<file path="config.mk">
export PLATFORM = sky130hd
export DESIGN_NAME = pt_walker
export DESIGN_NICKNAME = d
export VERILOG_FILES = /design/src/rtl/pt_walker.sv
export SDC_FILE = /design/constraint.sdc
export NUM_CORES = 1
export LEC_CHECK = 0
export CAP_MARGIN = 10
export CORE_ASPECT_RATIO = 1.4
export CORE_MARGIN = 2
export CORE_UTILIZATION = 29
export CTS_BUF_LIST = sky130_fd_sc_hd__clkbuf_2
export DETAILED_ROUTE_END_ITERATION = 10
export GPL_TIMING_DRIVEN = 0
export PLACE_DENSITY = 0.64
export SETUP_SLACK_MARGIN = 0.1
export SYNTH_ARGS = -nofsm -noshare
export SYNTH_HDL_FRONTEND = slang
export SYNTH_SLANG_ARGS = --single-unit
</file>
<file path="constraint.sdc">
create_clock -name clk -period 1.8 [get_ports clk]
set_input_delay 0.18 -clock clk [delete_from_list [all_inputs] [get_ports clk]]
set_output_delay 0.18 -clock clk [all_outputs]
set_load 0.005 [all_outputs]
</file>
<file path="src/rtl/pt_walker.sv">
module pt_walker #(
  parameter int VA_W   = 32,
  parameter int PA_W   = 36,
  parameter int ENT_W  = 64,
  parameter int CTRL_W = 32,
  parameter int EN_BIT = 5,
  parameter int PS_BIT = 7
) (
  input  logic              clk,
  input  logic              rst_n,
  input  logic              req_valid,
  input  logic [VA_W-1:0]   req_vaddr,
  input  logic              req_ifetch,
  input  logic [PA_W-1:0]   root_ptr,
  input  logic [CTRL_W-1:0] ctrl_reg,
  output logic              busy,
  output logic              mem_req,
  output logic [PA_W-1:0]   mem_addr,
  input  logic              mem_rvalid,
  input  logic [ENT_W-1:0]  mem_rdata,
  output logic              done,
  output logic [PA_W-1:0]   paddr,
  output logic              large_page,
  output logic [1:0]        flt_code,
  output logic [1:0]        flt_level
);
  localparam int OFF_W  = 12;
  localparam int IDX_W  = 9;
  localparam int TOP_W  = VA_W - OFF_W - 2 * IDX_W;
  localparam int BIG_W  = OFF_W + IDX_W;
  localparam int NX_BIT = ENT_W - 1;
  localparam logic [1:0] F_NONE = 2'd0, F_MODE = 2'd1, F_NP = 2'd2, F_NX = 2'd3;

  typedef enum logic {S_IDLE, S_WAIT} st_t;
  st_t st;
  logic [1:0]      lvl;
  logic [VA_W-1:0] va_q;
  logic            if_q;

  wire [PA_W-OFF_W-1:0] ent_base = mem_rdata[PA_W-1:OFF_W];
  wire ent_p  = mem_rdata[0];
  wire ent_ps = mem_rdata[PS_BIT];
  wire ent_nx = mem_rdata[NX_BIT];

  assign busy = (st != S_IDLE);

  always_ff @(posedge clk) begin
    if (!rst_n) begin
      st <= S_IDLE;
      lvl <= '0;
      va_q <= '0;
      if_q <= 1'b0;
      mem_req <= 1'b0;
      mem_addr <= '0;
      done <= 1'b0;
      paddr <= '0;
      large_page <= 1'b0;
      flt_code <= F_NONE;
      flt_level <= '0;
    end else begin
      mem_req <= 1'b0;
      done <= 1'b0;
      case (st)
        S_IDLE: if (req_valid) begin
          va_q <= req_vaddr;
          if_q <= req_ifetch;
          if (!ctrl_reg[EN_BIT]) begin
            done <= 1'b1;
            flt_code <= F_MODE;
            flt_level <= '0;
            paddr <= '0;
            large_page <= 1'b0;
          end else begin
            mem_req <= 1'b1;
            mem_addr <= {root_ptr[PA_W-1:TOP_W+3], req_vaddr[VA_W-1 -: TOP_W], 3'b000};
            lvl <= 2'd0;
            st <= S_WAIT;
          end
        end
        S_WAIT: if (mem_rvalid) begin
          if (!ent_p) begin
            st <= S_IDLE;
            done <= 1'b1;
            flt_code <= F_NP;
            flt_level <= lvl;
            paddr <= '0;
            large_page <= 1'b0;
          end else if (lvl == 2'd0) begin
            mem_req <= 1'b1;
            mem_addr <= {ent_base, va_q[VA_W-TOP_W-1 -: IDX_W], 3'b000};
            lvl <= 2'd1;
          end else if (lvl == 2'd1 && !ent_ps) begin
            mem_req <= 1'b1;
            mem_addr <= {ent_base, va_q[BIG_W-1 -: IDX_W], 3'b000};
            lvl <= 2'd2;
          end else begin
            st <= S_IDLE;
            done <= 1'b1;
            flt_level <= lvl;
            if (ent_nx && if_q) begin
              flt_code <= F_NX;
              paddr <= '0;
              large_page <= 1'b0;
            end else begin
              flt_code <= F_NONE;
              large_page <= (lvl == 2'd1);
              paddr <= (lvl == 2'd1) ? {mem_rdata[PA_W-1:BIG_W], va_q[BIG_W-1:0]}
                                     : {ent_base, va_q[OFF_W-1:0]};
            end
          end
        end
        default: st <= S_IDLE;
      endcase
    end
  end


  addr_align_chk: assert property (@(posedge clk) disable iff (!rst_n)
    mem_req |-> mem_addr[2:0] == 3'b000);


  small_offset_chk: assert property (@(posedge clk) disable iff (!rst_n)
    (done && flt_code == F_NONE && !large_page) |-> paddr[OFF_W-1:0] == va_q[OFF_W-1:0]);


  large_offset_chk: assert property (@(posedge clk) disable iff (!rst_n)
    (done && flt_code == F_NONE && large_page) |-> paddr[BIG_W-1:0] == va_q[BIG_W-1:0]);


  nx_fetch_only_chk: assert property (@(posedge clk) disable iff (!rst_n)
    (done && flt_code == F_NX) |-> if_q);


  req_pulse_chk: assert property (@(posedge clk) disable iff (!rst_n)
    mem_req |=> !mem_req);


  req_after_resp_chk: assert property (@(posedge clk) disable iff (!rst_n)
    mem_req |-> ($past(!busy) || $past(mem_rvalid)));


  done_idle_chk: assert property (@(posedge clk) disable iff (!rst_n)
    done |-> !busy);


  mode_gate_chk: assert property (@(posedge clk) disable iff (!rst_n)
    $rose(busy) |-> $past(ctrl_reg[EN_BIT]));
endmodule

</file>
==> reports/qor.yml <==
logic_synthesis:
  synth_cells: 534
  async_reset_ff_share_pct: 0
  syn_avg_cell_area_um2: 8.74
  synth.distinct_cells: 31
  synth_edf_count: 0
  syn_area_um2: 4670
  yosys_warnings: 0
  yosysMostFrequentCell: "nand2_1"
  ys_top_cells_by_area: "dfxtp_1, nand2_1, o211a_1"
  yosysSeqAreaShare_pct: 47.2
  netlist.area_leader.share_pct: 47.2
  synth_seq_cells: 110
  synth_largest_area_cell: "dfxtp_1"
  ys.flop_type: "dfxtp_1"
  synth_common_cells: "nand2_1, dfxtp_1, o21ai_1"
die:
  rows: 54
  core_area_um2: 15700
  die_area_um2: 17100
  die_y_um: 154
  dieWidth_um: 111
  ios: 249
  initial_utilization_pct: 29.8
place:
  dp_cells: 904
  gp_congestion: 0.872
  place_area_um2: 6640
  io_buffers: 172
  dp_hpwl_um: 12500
clock_tree:
  htreeDepth: 3
  cts_root_buffer: "clkbuf_2"
  tritoncts: "done"
  clock_path_buffers: 2
  clkLatencyLatePin_ns: 0.61
  cts_made_buffers: 9
  cts_sinks: 110
  clk_pin_slew_ns: 0.29
route:
  drt-vias-per-instance: 4.97
  vias: 4632
  wl_per_cell_um: 17.2
  route.detailed.drc: 0
  postRouteAntennaNets: 0
  initialDrtViolationCount: 283
  dr.pass1.iters: 4
  wl_um: 16000
global_route:
  grt_pass1_vias: 4671
  antenna_found_initial: 1
  grt_pass1_wl_um: 24900
  grt_usage_pct: 18.2
  grt.overflow.total: 0
  grt_max_degree: 18
status:
  outcome: "completed"
sta:
  final_max_slew_viol_count: 0
  final-setup-viol-count: 0
  fin_crit_ns: 1.64
  finalHoldViolations: 0
  fmax_ghz: 0.611
  relSlewSlack_pct: 63.4
  hold_slack_ns: 0.0781
  finClkSkew_ns: 0.0305
  post-route-period-util_pct: 91.0
  tightest_slew_ns: 0.549
  rsz0062_at_grt: "true"
layout:
  n_fill_cell: 1613
  syn_to_final_growth_pct: 50.1
  nets: 899
  regArea_um2: 2300
  multi_input_area_um2: 2220
  fin_cells: 932
  drive_gt1_share_pct: 21.2
  fin_area_um2: 7010
min_path:
  worstHoldPathType: "in -> reg"
setup_path:
  crit_type: "reg -> out"
  path_max_fanout: 2
  startpoint_type: "flip-flop"
  critPathCaptureType: "output pin"
  required_ns: 1.62
  critical_path.top_delay_family: "buffers and inverters"
  critical_path.cell_chain: "clkdlybuf4s50_1"
  crit_path_max_incr_delay_ns: 0.50
  critPathBufInv: 1
  cp_slowest_cell: "clkdlybuf4s50_1"
  cp_data_arrival_time_ns: 1.46
power_and_ir_drop:
  vdd_ir_drop_max_mv: 0.292
  power_density_nw_per_um2: 658
  p_leak_nw: 3.55
job:
  drv_cap: 0
==> flip-flops by register name, summed over array words and instances, names as in the netlist <==
name	flops
flt_level	2
mem_addr	33
flt_code	2
paddr	36
done	1
va_q	30
if_q	1
mem_req	1
large_page	1
busy	1
lvl	2
==> cells in the final DEF (no fill, tap or decap), drive strengths merged, types with 4 or more instances in the layout <==
cell type / synthesis / final
dlymetal6s2s: 0 / 36
mux2i: 24 / 24
clkinv: 0 / 4
nand2: 141 / 141
clkdlybuf4s50: 0 / 96
o211a: 25 / 25
dfxtp: 110 / 110
a311oi: 9 / 9
mux2: 9 / 9
nand2b: 4 / 4
dlygate4sd2: 0 / 40
a21boi: 32 / 32
clkbuf: 28 / 39
o21ai: 58 / 58
a31o: 9 / 9
buf: 25 / 35
nand4: 38 / 38
==> per-stage QoR <==
stage / utilization (%) / total power [mW] / setup TNS (ns) / worst slack, ns
floorplan: - / 3.03 / 0 / 0.450
global placement: 42.4 / 3.51 / -14.34 / -0.243
detailed placement: 42.4 / 3.53 / -15.60 / -0.238
CTS: 43.9 / 4.66 / 0 / 0.0225
global route: 44.7 / 4.83 / 0 / 0.0580
finish: 44.7 / 4.61 / 0 / 0.163
==> layer usage <==
metal	global-route usage (%)	vias to the layer above	part of all wire, %	wire length (µm)
li1	-	2271	-	-
met1	21.3	2156	41	6520
met2	32.3	175	50	8040
met3	3.23	30	5.5	887
met4	7.94	0	3.4	549
met5	0	-	0	0
==> timing repair <==
item | in CTS | in global routing
endpoints found under the hold margin | 0 | 0
gates resized for setup | 110 | 65
buffers inserted | 10 | 1
endpoints found under the setup margin | 116 | 96
hold buffers | 0 | 0
==> final cells by class <==
class                      instances  area share, %
buffer                            53           3.93
multi-input combinational        372           31.7
clock inverter                     6          0.875
tap                              196           3.50
timing repair buffer             183           26.3
sequential                       110           32.8
clock buffer                      10          0.714
inverter                           1         0.0536
antenna                            1         0.0357
==> kinds of logic after synthesis <==
logic type             Yosys count  synth area share, %
muxes                           33                 7.32
AOI/OAI and AO/OA              140                 21.2
DFF                            110                 47.2
buffers and inverters           54                 5.55
and+or+nand+nor                196                 18.6
other                            1               0.0803
==> worst paths after layout <==
check	startpoint	end	slack, ns	depth (start not counted)
setup / recovery	paddr[7]$_SDFFE_PN0P_	paddr[7]	0.16	1
hold / removal	req_vaddr[1]	va_q[1]$_SDFFE_PN0P_	0.08	3
hold reg to reg	paddr[19]$_SDFFE_PN0P_	paddr[19]$_SDFFE_PN0P_	0.46	2
setup reg to reg	lvl[0]$_SDFFE_PN0P_	paddr[5]$_SDFFE_PN0P_	0.20	5
==> worst register-to-register path, stage by stage (launching register included) <==
cell and delay (ns):
dfxtp_2 0.41, and2_1 0.19, o21ba_2 0.26, o21bai_2 0.28, buf_2 0.22, o21ai_1 0.18
==> where the power goes <==
group | internal, mW | switching [mW]
combinational | 0.454 | 0.396
clock | 0.326 | 0.804
sequential | 2.56 | 0.0675
(Power assumes the default switching activity.)
